## config.mk

```make
export PLATFORM = sky130hd
export DESIGN_NAME = arith_exec_unit
export DESIGN_NICKNAME = d
export VERILOG_FILES = /design/src/rtl/aeu_pkg.sv /design/src/rtl/aeu_addsub.sv /design/src/rtl/aeu_muldiv.sv /design/src/rtl/aeu_decadj.sv /design/src/rtl/aeu_incr.sv /design/src/rtl/arith_exec_unit.sv
export SDC_FILE = /design/constraint.sdc
export NUM_CORES = 1
export LEC_CHECK = 0
export CAP_MARGIN = 10
export CORE_AREA = 2 2 132 134
export DETAILED_ROUTE_END_ITERATION = 8
export DIE_AREA = 0 0 134 136
export DONT_BUFFER_PORTS = 1
export PLACE_DENSITY = 0.69
export SYNTH_ARGS = -nofsm -noshare
export SYNTH_HDL_FRONTEND = slang
export SYNTH_SLANG_ARGS = --single-unit
```

## constraint.sdc

```tcl
create_clock -name clk -period 2.9 [get_ports clk]
set_input_delay 0.145 -clock clk [delete_from_list [all_inputs] [get_ports clk]]
set_output_delay 0.145 -clock clk [all_outputs]
set_load 0.03 [all_outputs]
```

## src/rtl/aeu_pkg.sv

```systemverilog
package aeu_pkg;

    localparam int DATA_W = 8;
    localparam int PTR_W  = 16;
    localparam int CODE_W = 4;

    typedef enum logic [CODE_W-1:0] {
        OP_ADD   = 4'd0,
        OP_ADDC  = 4'd1,
        OP_SUBB  = 4'd2,
        OP_INCB  = 4'd3,
        OP_INCP  = 4'd4,
        OP_MUL   = 4'd5,
        OP_DIV   = 4'd6,
        OP_DADJ  = 4'd7
    } aeu_op_e;

    typedef struct packed {
        logic              valid;
        logic [DATA_W-1:0] acc;
        logic [DATA_W-1:0] b;
        logic [DATA_W-1:0] byt;
        logic [PTR_W-1:0]  dptr;
        logic              cy;
        logic              ac;
        logic              ov;
    } aeu_state_t;

endpackage

```

## src/rtl/aeu_addsub.sv

```systemverilog
module aeu_addsub #(
    parameter int W = 8
) (
    input  logic [W-1:0] a,
    input  logic [W-1:0] b,
    input  logic         cin,
    input  logic         sub,
    output logic [W-1:0] res,
    output logic         cy,
    output logic         ac,
    output logic         ov
);
    localparam int HW = W / 2;

    logic [W:0]  full_d;
    logic [HW:0] half_d;

    always_comb begin
        if (sub) begin
            full_d = {1'b0, a} - {1'b0, b} - {{W{1'b0}}, cin};
            half_d = {1'b0, a[HW-1:0]} - {1'b0, b[HW-1:0]} - {{HW{1'b0}}, cin};
        end else begin
            full_d = {1'b0, a} + {1'b0, b} + {{W{1'b0}}, cin};
            half_d = {1'b0, a[HW-1:0]} + {1'b0, b[HW-1:0]} + {{HW{1'b0}}, cin};
        end
        res = full_d[W-1:0];
        cy  = full_d[W];
        ac  = half_d[HW];
        if (sub)
            ov = (a[W-1] != b[W-1]) && (full_d[W-1] != a[W-1]);
        else
            ov = (a[W-1] == b[W-1]) && (full_d[W-1] != a[W-1]);
    end
endmodule

```

## src/rtl/aeu_muldiv.sv

```systemverilog
module aeu_muldiv #(
    parameter int W = 8
) (
    input  logic [W-1:0]   a,
    input  logic [W-1:0]   b,
    output logic [2*W-1:0] prod,
    output logic [W-1:0]   quo,
    output logic [W-1:0]   rem,
    output logic           dz
);
    logic [W:0] part_d [0:W];

    assign prod      = {{W{1'b0}}, a} * {{W{1'b0}}, b};
    assign dz        = (b == '0);
    assign part_d[0] = '0;

    // restoring division, one quotient bit per stage, most significant first
    for (genvar s = 0; s < W; s++) begin : g_div
        logic [W:0] shifted_d;
        assign shifted_d = {part_d[s][W-1:0], a[W-1-s]};
        assign quo[W-1-s] = (shifted_d >= {1'b0, b});
        assign part_d[s+1] = quo[W-1-s] ? (shifted_d - {1'b0, b}) : shifted_d;
    end

    assign rem = part_d[W][W-1:0];
endmodule

```

## src/rtl/aeu_decadj.sv

```systemverilog
module aeu_decadj #(
    parameter int W = 8
) (
    input  logic [W-1:0] a,
    input  logic         cin,
    input  logic         acin,
    output logic [W-1:0] res,
    output logic         cy
);
    localparam int HW = W / 2;
    localparam logic [HW-1:0] MAXDIG = HW'(9);
    localparam logic [W:0] LO_FIX = (W+1)'(6);
    localparam logic [W:0] HI_FIX = (W+1)'(6) << HW;

    logic [W:0] step1_d;
    logic [W:0] step2_d;
    logic       c1_d;
    logic       lo_fix_d;
    logic       hi_fix_d;

    always_comb begin
        lo_fix_d = (a[HW-1:0] > MAXDIG) || acin;
        step1_d  = {1'b0, a} + (lo_fix_d ? LO_FIX : '0);
        c1_d     = cin || step1_d[W];
        hi_fix_d = (step1_d[W-1:HW] > MAXDIG) || c1_d;
        step2_d  = {1'b0, step1_d[W-1:0]} + (hi_fix_d ? HI_FIX : '0);
        res      = step2_d[W-1:0];
        cy       = c1_d || step2_d[W];
    end
endmodule

```

## src/rtl/aeu_incr.sv

```systemverilog
module aeu_incr #(
    parameter int W = 8
) (
    input  logic [W-1:0] x,
    output logic [W-1:0] y
);
    assign y = x + W'(1);
endmodule

```

## src/rtl/arith_exec_unit.sv

```systemverilog
module arith_exec_unit
    import aeu_pkg::*;
(
    input  logic              clk,
    input  logic              rst_n,
    input  logic              op_valid,
    input  logic [CODE_W-1:0] op_code,
    input  logic [DATA_W-1:0] acc_in,
    input  logic [DATA_W-1:0] b_in,
    input  logic [DATA_W-1:0] opnd_in,
    input  logic              cy_in,
    input  logic              ac_in,
    input  logic              ov_in,
    input  logic [PTR_W-1:0]  dptr_in,
    output logic              res_valid,
    output logic [DATA_W-1:0] acc_out,
    output logic [DATA_W-1:0] b_out,
    output logic [DATA_W-1:0] byte_out,
    output logic [PTR_W-1:0]  dptr_out,
    output logic              cy_out,
    output logic              ac_out,
    output logic              ov_out
);
    aeu_state_t st_d, st_q;

    logic [DATA_W-1:0]   as_res_d;
    logic                as_cy_d, as_ac_d, as_ov_d, as_sub_d, as_cin_d;
    logic [2*DATA_W-1:0] md_prod_d;
    logic [DATA_W-1:0]   md_quo_d, md_rem_d;
    logic                md_dz_d;
    logic [DATA_W-1:0]   da_res_d;
    logic                da_cy_d;
    logic [DATA_W-1:0]   inc_byte_d;
    logic [PTR_W-1:0]    inc_ptr_d;

    assign as_sub_d = (op_code == OP_SUBB);
    assign as_cin_d = (op_code == OP_ADD) ? 1'b0 : cy_in;

    aeu_addsub #(.W(DATA_W)) u_addsub (
        .a   (acc_in),
        .b   (opnd_in),
        .cin (as_cin_d),
        .sub (as_sub_d),
        .res (as_res_d),
        .cy  (as_cy_d),
        .ac  (as_ac_d),
        .ov  (as_ov_d)
    );

    aeu_muldiv #(.W(DATA_W)) u_muldiv (
        .a    (acc_in),
        .b    (b_in),
        .prod (md_prod_d),
        .quo  (md_quo_d),
        .rem  (md_rem_d),
        .dz   (md_dz_d)
    );

    aeu_decadj #(.W(DATA_W)) u_decadj (
        .a    (acc_in),
        .cin  (cy_in),
        .acin (ac_in),
        .res  (da_res_d),
        .cy   (da_cy_d)
    );

    aeu_incr #(.W(DATA_W)) u_inc_byte (
        .x (opnd_in),
        .y (inc_byte_d)
    );

    aeu_incr #(.W(PTR_W)) u_inc_ptr (
        .x (dptr_in),
        .y (inc_ptr_d)
    );

    always_comb begin
        st_d       = st_q;
        st_d.valid = 1'b0;
        if (op_valid) begin
            st_d.valid = 1'b1;
            st_d.acc   = acc_in;
            st_d.b     = b_in;
            st_d.byt   = opnd_in;
            st_d.dptr  = dptr_in;
            st_d.cy    = cy_in;
            st_d.ac    = ac_in;
            st_d.ov    = ov_in;
            case (op_code)
                OP_ADD, OP_ADDC, OP_SUBB: begin
                    st_d.acc = as_res_d;
                    st_d.cy  = as_cy_d;
                    st_d.ac  = as_ac_d;
                    st_d.ov  = as_ov_d;
                end
                OP_INCB: st_d.byt  = inc_byte_d;
                OP_INCP: st_d.dptr = inc_ptr_d;
                OP_MUL: begin
                    st_d.acc = md_prod_d[DATA_W-1:0];
                    st_d.b   = md_prod_d[2*DATA_W-1:DATA_W];
                    st_d.cy  = 1'b0;
                    st_d.ov  = (md_prod_d[2*DATA_W-1:DATA_W] != '0);
                end
                OP_DIV: begin
                    st_d.cy = 1'b0;
                    st_d.ov = md_dz_d;
                    if (!md_dz_d) begin
                        st_d.acc = md_quo_d;
                        st_d.b   = md_rem_d;
                    end
                end
                OP_DADJ: begin
                    st_d.acc = da_res_d;
                    st_d.cy  = da_cy_d;
                end
                default: ;
            endcase
        end
    end

    always_ff @(posedge clk or negedge rst_n) begin
        if (!rst_n)
            st_q <= '0;
        else
            st_q <= st_d;
    end

    assign res_valid = st_q.valid;
    assign acc_out   = st_q.acc;
    assign b_out     = st_q.b;
    assign byte_out  = st_q.byt;
    assign dptr_out  = st_q.dptr;
    assign cy_out    = st_q.cy;
    assign ac_out    = st_q.ac;
    assign ov_out    = st_q.ov;
endmodule

```

Word-level counts from Yosys, hierarchy flattened --
Cells that the tools add are included.
Storage, ports and cells: flip-flop bits (word level) 44, latch bits 0, RAM bits 0, memory bits (read-only) 0, input bits 50, output and inout port bits 44, logic and storage cells 83, memories kept 0
Operators by class: $add $sub $neg 20, $mul 1, div/mod/pow operators 0, $lt $le $gt $ge 10, equality and inequality tests 10, shift operators 0, muxes and demuxes 23, bitwise operators 0, reductions and logical operators 11
Operator list (count):
- $mux W8 | 9
- $ge A9 B8 Y1 | 7
- $sub A8 B8 Y8 | 7
- $mux W44 | 1
- $mux W16 | 2
- $pmux W8 S4 | 1
- $add A8 B9 Y9 | 2
- $add A16 B1 Y16 const B | 1
- $eq A4 B3 Y1 const B | 4
- $mul A8 B8 Y16 | 1
- $pmux W8 S2 | 1
- $add A8 B8 Y9 | 1
- $add A9 B1 Y9 | 1
- $mux W9 | 1
- $sub A8 B8 Y9 | 1
- $sub A9 B1 Y9 | 1
- $add A8 B1 Y8 const B | 1
- $eq A4 B2 Y1 const B | 2
- $ge A1 B8 Y1 | 1
- $gt A4 B4 Y1 const B | 2
- $logic_not A8 Y1 | 1
- $reduce_bool A8 Y1 | 1
- $sub A1 B8 Y8 | 1
- $mux W7 | 1
- other kinds (16) | 24

Logic depth before layout (Yosys ltp) --
Gate-level depths: netlist of the first run.
word-level depth 19, gate-level depth with buffers 86

Cells and area by module --
From an unflattened synthesis of the first run, not the netlist that was laid out.
Second synthesis, totals: cells, all modules 1151, area, all modules 9286.4 um^2
Modules (own cells, without submodules):
- aeu_muldiv | instances 1, cells each 646, area an instance 5026.1 um^2, seq. area each 0.0 um^2
- arith_exec_unit | instances 1, cells each 275, area an instance 2557.5 um^2, seq. area each 1101.1 um^2
- aeu_addsub | instances 1, cells each 133, area an instance 984.7 um^2, seq. area each 0.0 um^2
- aeu_decadj | instances 1, cells each 38, area an instance 304.0 um^2, seq. area each 0.0 um^2
- aeu_incr (u_inc_ptr) | instances 1, cells each 43, area an instance 297.8 um^2, seq. area each 0.0 um^2
- aeu_incr (u_inc_byte) | instances 1, cells each 16, area an instance 116.4 um^2, seq. area each 0.0 um^2

Worst setup path after synthesis of the first run --
OpenSTA, ideal clock, no wires.
path kind input to register, start in acc_in[7], end reg st_q (netlist bit acc_out[0]), setup time 0.127 ns, data arrival time 15.783 ns, setup slack -13.010 ns, stages on the path 80, buffers on the path 8, cell sequence clkbuf_1 > inv_1 > clkbuf_1 > ha_1 > inv_1 > ha_1 > o211ai_1 > buf_2 > nor2_1 > a21oi_1 > inv_1 > ha_1 > and4_1 > a21oi_1 > o21a_1 > nand2_1 > mux2_2 > ha_1 > (+44 left out) > nand2b_1 > a211oi_4 > mux2i_2 > mux2i_1 > ha_1 > nor2b_1 > o21ai_0 > a21boi_0 > o21ai_0 > nand2b_1 > a31oi_1 > o21ai_0 > a21oi_1 > o41a_1 > nand3_2 > buf_6 > a221oi_1 > nor2_1
On the way: word-level cells in the longest chain between the ends 17, elaborated cells between the ends (all ways) 24, those cells by class add/sub: 7; order compare: 8; mux: 9
Ends and longest elaborated chain:
- from (decl) | RTL line arith_exec_unit.sv:8 | input logic [DATA_W-1:0] acc_in,
- $sub A1 B8 Y8 / $ge A1 B8 Y1 (equally long branches) | RTL line aeu_muldiv.sv:22, aeu_muldiv.sv:21
- $mux W8 * | RTL line aeu_muldiv.sv:22 | assign part_d[s+1] = quo[W-1-s] ? (shifted_d - {1'b0, b}) : shifted_d;
- $sub A8 B8 Y8 / $ge A9 B8 Y1 (equally long branches) | RTL line aeu_muldiv.sv:22, aeu_muldiv.sv:21
- $mux W8 * | RTL line aeu_muldiv.sv:22
- $sub A8 B8 Y8 / $ge A9 B8 Y1 (equally long branches) | RTL line aeu_muldiv.sv:22, aeu_muldiv.sv:21
- $mux W8 * | RTL line aeu_muldiv.sv:22
- $sub A8 B8 Y8 / $ge A9 B8 Y1 (equally long branches) | RTL line aeu_muldiv.sv:22, aeu_muldiv.sv:21
- $mux W8 * | RTL line aeu_muldiv.sv:22
- $sub A8 B8 Y8 / $ge A9 B8 Y1 (equally long branches) | RTL line aeu_muldiv.sv:22, aeu_muldiv.sv:21
- $mux W8 * | RTL line aeu_muldiv.sv:22
- $sub A8 B8 Y8 / $ge A9 B8 Y1 (equally long branches) | RTL line aeu_muldiv.sv:22, aeu_muldiv.sv:21
- $mux W8 * | RTL line aeu_muldiv.sv:22
- $sub A8 B8 Y8 / $ge A9 B8 Y1 (equally long branches) | RTL line aeu_muldiv.sv:22, aeu_muldiv.sv:21
- $mux W8 * | RTL line aeu_muldiv.sv:22
- $ge A9 B8 Y1 * | RTL line aeu_muldiv.sv:21 | assign quo[W-1-s] = (shifted_d >= {1'b0, b});
- $mux W16 * | RTL line arith_exec_unit.sv:107 | if (!md_dz_d) begin
- $pmux W8 S4 * | RTL line arith_exec_unit.sv:89 | case (op_code)
- to (signal assigned) | RTL line arith_exec_unit.sv:125 | st_q <= st_d;
- to (decl) | RTL line arith_exec_unit.sv:24 | aeu_state_t st_d, st_q;
Every way passes the cells marked *; elsewhere a longest branch is shown, timed or not. A chain may end at the register's enable or synchronous reset.

Worst setup path in the final report of the first run --
start in b_in[0], end reg st_q (netlist bit acc_out[0])
On the way: word-level cells in the longest chain between the ends 17, elaborated cells between the ends (all ways) 26, those cells by class add/sub: 7; mul: 1; order compare: 8; mux: 9; reduce/logical: 1
Ends and longest elaborated chain:
- from (decl) | RTL line arith_exec_unit.sv:9 | input logic [DATA_W-1:0] b_in,
- $sub A1 B8 Y8 / $ge A1 B8 Y1 (equally long branches) | RTL line aeu_muldiv.sv:22, aeu_muldiv.sv:21
- $mux W8 | RTL line aeu_muldiv.sv:22
- $sub A8 B8 Y8 / $ge A9 B8 Y1 (equally long branches) | RTL line aeu_muldiv.sv:22, aeu_muldiv.sv:21
- $mux W8 | RTL line aeu_muldiv.sv:22
- $sub A8 B8 Y8 / $ge A9 B8 Y1 (equally long branches) | RTL line aeu_muldiv.sv:22, aeu_muldiv.sv:21
- $mux W8 | RTL line aeu_muldiv.sv:22
- $sub A8 B8 Y8 / $ge A9 B8 Y1 (equally long branches) | RTL line aeu_muldiv.sv:22, aeu_muldiv.sv:21
- $mux W8 | RTL line aeu_muldiv.sv:22
- $sub A8 B8 Y8 / $ge A9 B8 Y1 (equally long branches) | RTL line aeu_muldiv.sv:22, aeu_muldiv.sv:21
- $mux W8 | RTL line aeu_muldiv.sv:22
- $sub A8 B8 Y8 / $ge A9 B8 Y1 (equally long branches) | RTL line aeu_muldiv.sv:22, aeu_muldiv.sv:21
- $mux W8 | RTL line aeu_muldiv.sv:22
- $sub A8 B8 Y8 / $ge A9 B8 Y1 (equally long branches) | RTL line aeu_muldiv.sv:22, aeu_muldiv.sv:21
- $mux W8 | RTL line aeu_muldiv.sv:22
- $ge A9 B8 Y1 | RTL line aeu_muldiv.sv:21
- $mux W16 | RTL line arith_exec_unit.sv:107
- $pmux W8 S4 * | RTL line arith_exec_unit.sv:89
Marks and branches as above.

==> results_dict.tcl, run 1 <==
set metrics [dict create \
    status "finished, violations left" \
    failed_checks "negative setup slack" \
    final_core_util_pct 77.2 \
    layout_setup_ws_ps -10880 \
    multiInputGateArea_um2 8290 \
    drt-vias-per-instance 6.05 \
    clkPwrFrac_pct 6.6 \
    ant_nets 0 \
    insertion_delay_ps 300 \
    dr.pass1.iters 7 \
    layout_common_cells "buf_4 (323), nor2_1 (118), ha_1 (107)" \
    swShare_pct 46.2 \
    seqCellArea_um2 1100 \
    grt_max_degree 60 \
    worst_path_dominant_cell_family "compound AO/OA/AOI/OAI gates" \
    vias 10156 \
    rows 48 \
    syn_to_final_growth_pct 44.3 \
    drcViolationCount 0 \
    clk_pin_slew_worst_paths_ps 70 \
    synthXorXnorAreaFrac_pct 8.25 \
    synth_edf_count 0 \
    max_freq_mhz 72.6 \
    min_period_ps 13780 \
    grt_pass1_vias 9775 \
    drv_cap 0 \
    rsz0062_at_grt "true" \
    synth_mux_area_share_pct 5.00 \
    chipHeight_um 136 \
    cts.sink_count 44 \
    io_pins 94 \
    fin_crit_sh_pct 475 \
    power_frac_comb_pct 84.4 \
    antenna_found_initial 0 \
    synthSimpleGateAreaFrac_pct 19.7 \
    share_seq_of_total_power_pct 9.0 \
    yosysSeqAreaShare_pct 12.2 \
    cp_num_buf_inv 9 \
    maxSlewViolCount 0 \
    relSlewSlack_pct 24.5 \
    core_um2 16900 \
    worstHoldPathType "in2reg" \
    cp-end-kind "register" \
    crit_slowest_cell "or4b_4" \
    switchingPower_w 0.00481 \
    grt_overflow 0 \
    finalSetupViolCount 17 \
    irDropWorstVdd_uv 755 \
    p_per_area_nw_per_um2 800 \
    grtUsageTotal_pct 33.5 \
    crit_top_cell "a21oi_2" \
    die_x_um 134 \
    dp_worst_setup_slack_ps -10670 \
    port_buffers 0 \
    avgSynthCellArea_um2 7.97 \
    synth_fp_nets 1361 \
    cp_data_required_time_ps 3090 \
    start_util_pct 53.5 \
    tightest_slew_ps 1130 \
    path_max_fanout 18 \
    drt_iter0_drc 894 \
    criticalPathCategory "in2reg" \
    p_leak_nw 6.27 \
    ys_warn_count 0 \
    p_int_w 0.00561 \
    cts.path.max_buffers 2 \
    cts_made_buffers 5 \
    n_fill_cell 1078 \
    mostFrequentLayoutCell "buf_4" \
    syn-cell-area_um2 9030 \
    place_congestion 0.962 \
    synth_top_family_by_area "adder cells" \
    synth_compound_area_share_pct 19.6 \
    dieArea_um2 18200 \
    cts_root_buf "clkbuf_16" \
    hpwl_um 22700 \
    ys_async_sr_fraction_pct 100 \
    synthAdderAreaFrac_pct 28.7 \
    arrival_ps 13970 \
    cts.htree.levels 2 \
    cp_slowest_stage_delay_ps 560 \
    ys_seq_elements 44 \
    wl_um 34000 \
    power_w 0.0104 \
    hold_viol_final 0 \
    grt_pass1_wl_um 48500 \
    yosys.cell_types.count 78 \
    skew_ps 0 \
    antennaDiodeCount 0 \
    synthCells 1133 \
    routedWlPerCell_um 20.3 \
    start_kind "input port" \
    cts_tree "done" \
    fin_nets 1680 \
    drive_gt1_share_pct 36.9 \
    synth_ff_type "dfrtp_1" \
]
## final timing paths
path | cells after the start | from | to | slack, ps
setup / recovery | 74 | b_in[0] | acc_out[0]$_DFFE_PN0P_ | -10880
setup reg to reg | 4 | b_out[2]$_DFFE_PN0P_ | b_out[2]$_DFFE_PN0P_ | 1470
max in group asynchronous | 2 | rst_n | byte_out[1]$_DFFE_PN0P_ | 2310
hold / removal | 2 | op_valid | dptr_out[10]$_DFFE_PN0P_ | 6
min in group asynchronous | 2 | rst_n | dptr_out[5]$_DFFE_PN0P_ | 380
hold reg to reg | 2 | acc_out[4]$_DFFE_PN0P_ | acc_out[4]$_DFFE_PN0P_ | 680
## area by class of cell
type | count | area share, %
Inverter | 116 | 3.55
Sequential cell | 44 | 8.45
Multi-Input combinational cell | 940 | 63.6
Timing Repair Buffer | 345 | 20.9
Tap cell | 225 | 2.16
Clock buffer | 5 | 0.960
Clock inverter | 3 | 0.355
## cells in the mapped netlist (all sizes together), types with 11 or more instances
cell type  number  area [um^2]
nor2          130          488
ha            129         1610
inv           116          435
nand2          96          360
a21oi          88          440
xnor2          57          499
fa             49          981
o21ai          45          225
dfrtp          44         1100
xor2           28          245
nand3          26          140
clkbuf         25         93.8
mux2           22          248
mux2i          20          204
nor2b          19          119
nand2b         18          113
a21o           16          120
nor3           16         91.3
o21bai         14          105
a31oi          13         81.3
nand3b         13          101
and3           12         75.1
o21a           12         90.1
a221oi         11         96.3
## flip-flops by register name (all words and copies together), names as in the netlist
signal,flops
cy_out,1
ac_out,1
dptr_out,16
b_out,8
ov_out,1
acc_out,8
res_valid,1
byte_out,8
## power by group through the flow
stage	Clock, W	Sequential [W]	Combinational [W]
after detailed placement	0	0.000944	0.00662
after global placement	0	0.000946	0.00650
after floorplan	0	0.000912	0.00391
after global routing	0.000715	0.000940	0.00926
after CTS	0.000681	0.000933	0.00763
final	0.000691	0.000935	0.00880
## through the flow
| stage | TNS [ps] | hold WS [ps] | cell area (um^2) | std cells |
|---|---|---|---|---|
| 2_1_floorplan | -130230 | -151 | 9380 | 1133 |
| 3_3_place_gp | -119500 | -150 | 11500 | 1589 |
| 3_5_place_dp | -125180 | -150 | 11500 | 1589 |
| 4_1_cts | -115230 | 11.2 | 12300 | 1647 |
| 5_1_grt | -129170 | 4.93 | 13000 | 1678 |
| 6_report | -124080 | 5.80 | 13000 | 1678 |
## logic make-up after synthesis
kind of cell	Yosys count
compound gates	264
xor+xnor	85
fa+ha+maj	178
buf+inv	150
flops	44
mux	42
simple gates	370
## worst reg2reg max path: stages (launching register included)
cell     delay [ps]
dfrtp_1         510
nor2_1          290
nor3_1          100
a31oi_1         190
a21bo_1         230
## routing by layer
metal | GRT usage (%) | vias to the layer above | share of wire [%]
met5 | 0 | - | 0
met1 | 41.5 | 4874 | 39
met4 | 14.2 | 0 | 5.4
met2 | 58.1 | 537 | 49
met3 | 5.22 | 158 | 7.2
li1 | - | 4587 | -
## what timing repair did
action | 4_1_cts | 5_1_grt
cloned | 2 | 0
gates resized for setup | 56 | 111
hold buffers | 4 | 0
endpoints found under the hold margin | 73 | 0
pin swaps | 58 | 100
buffers inserted | 45 | 38
setup endpoints to repair | 18 | 18
No activity file was read; power rests on OpenSTA's default activity.
==> run 2, diff against run 1 <==
- MAX_ROUTING_LAYER: not set -> met4
==> run 2 against run 1 <==
  * The run still ends with negative setup slack left
  * Global-route usage up 1.4 points
  * Non-clock buffer count increased by 12
  * Cell area hardly changed
  * Sequential cell count stayed put
  * Highest routed layer unchanged
==> results_dict.tcl, run 2 (same netlist as run 1, synthesis figures left out) <==
set metrics [dict create \
    status "finished, violations left" \
    failed_checks "negative setup slack" \
    criticalPathCategory "in2reg" \
    start_kind "input port" \
    routedWlPerCell_um 19.9 \
    cp-end-kind "register" \
    start_util_pct 53.5 \
    rsz0062_at_grt "true" \
    hpwl_um 22700 \
    fin_nets 1691 \
    ant_nets 0 \
    cp_data_required_time_ps 3080 \
    power_w 0.0103 \
    path_max_fanout 10 \
    dpl.cell_count 1593 \
    io_pins 94 \
    worstHoldPathType "in2reg" \
    finalInstanceArea_um2 13000 \
    cts_root_buf "clkbuf_16" \
    tightest_slew_ps 1160 \
    arrival_ps 13940 \
    p_per_area_nw_per_um2 790 \
    drt-vias-per-instance 6.07 \
    cp_slowest_stage_delay_ps 550 \
    grt_pass1_vias 9904 \
    drcViolationCount 0 \
    layout_common_cells "buf_4 (335), nor2_1 (121), ha_1 (108)" \
    cts_made_buffers 5 \
    crit_slowest_cell "or4b_4" \
    grtUsageTotal_pct 34.9 \
    antennaDiodeCount 0 \
    grt_overflow 0 \
    dr.pass1.iters 5 \
    crit_top_cell "a21oi_2" \
    post_dp_cell_area_um2 11500 \
    hold_viol_final 0 \
    cts.path.max_buffers 2 \
    die_x_um 134 \
    syn_to_final_growth_pct 44.4 \
    skew_ps 0 \
    relSlewSlack_pct 22.2 \
    place_congestion 0.959 \
    final_core_util_pct 77.2 \
    cts.sink_count 44 \
    vias 10260 \
    antenna_found_initial 0 \
    chipHeight_um 136 \
    drt_iter0_drc 944 \
    fin_crit_sh_pct 475 \
    port_buffers 0 \
    maxSlewViolCount 0 \
    max_freq_mhz 72.7 \
    wl_um 33700 \
    min_period_ps 13760 \
    clk_pin_slew_worst_paths_ps 70 \
    finalSetupViolCount 17 \
    largest_reg_flops 16 \
    insertion_delay_ps 290 \
    grt_max_degree 60 \
    final_cells 1689 \
    layout_setup_ws_ps -10860 \
    cts_tree "done" \
    irDropWorstVdd_uv 695 \
    drv_cap 0 \
    dieArea_um2 18200 \
    grt_pass1_wl_um 49400 \
    core_um2 16900 \
    cts.htree.levels 2 \
    drive_gt1_share_pct 36.4 \
    p_leak_nw 6.29 \
    rows 48 \
    mostFrequentLayoutCell "buf_4" \
]
## run 2: layout make-up
type,instances,area [um^2]
clock inverter,3,46.3
timing repair buffer,357,2820
clock buffer,5,125
sequential,44,1100
tap,225,282
fill,1125,3840
inverter,116,459
multi-input combinational,939,8200
## run 2: where the power goes
| part | switching, W | internal, W | leakage (nW) |
|---|---|---|---|
| Combinational | 0.00412 | 0.00457 | 5.71 |
| Sequential | 0.000245 | 0.000692 | 0.495 |
| Clock | 0.000264 | 0.000410 | 0.0804 |
## run 2: critical path, delay by kind of cell
kind / cells / cell delay, ps
compound gates: 38 / 6470
buf+inv: 8 / 910
fa+ha+maj: 9 / 2130
simple gates: 16 / 2500
mux: 6 / 1710
## run 2: through the flow
step	setup WS, ps	TNS, ps	hold WS (ps)
finish	-10860	-124410	16.7
global route	-11330	-130410	16.8
CTS	-10030	-114920	1.37
floorplan	-11300	-130230	-151
global placement	-10260	-120260	-150
detailed placement	-10660	-124750	-150
## run 2: timing repair
action                                 4_1_cts  5_1_grt
gates resized for setup                     39      101
pin swaps                                   20       67
setup endpoints to repair                   18       18
cloned                                       1        0
buffers inserted                            58       30
endpoints found under the hold margin       73        0
hold buffers                                 4        0
## run 2: path summary, 6_finish.rpt
kind	cells past startpoint	slack, ps	end	start
worst max-delay path	77	-10860	b_out[2]$_DFFE_PN0P_	acc_in[7]
worst min-delay path	2	20	dptr_out[11]$_DFFE_PN0P_	op_valid
worst max register to register	4	1450	b_out[2]$_DFFE_PN0P_	b_out[2]$_DFFE_PN0P_
worst min register to register	2	690	acc_out[4]$_DFFE_PN0P_	acc_out[4]$_DFFE_PN0P_
max in group asynchronous	2	2310	res_valid$_DFF_PN0_	rst_n
min in group asynchronous	2	370	dptr_out[5]$_DFFE_PN0P_	rst_n
## run 2: routing by layer
layer | global-route usage, % | wire, um | up-vias
met5 | - | 0 | -
met4 | 14.3 | 1900 | 0
met3 | 3.99 | 2490 | 170
met2 | 59.3 | 16200 | 542
met1 | 42.4 | 13100 | 4939
li1 | - | - | 4609
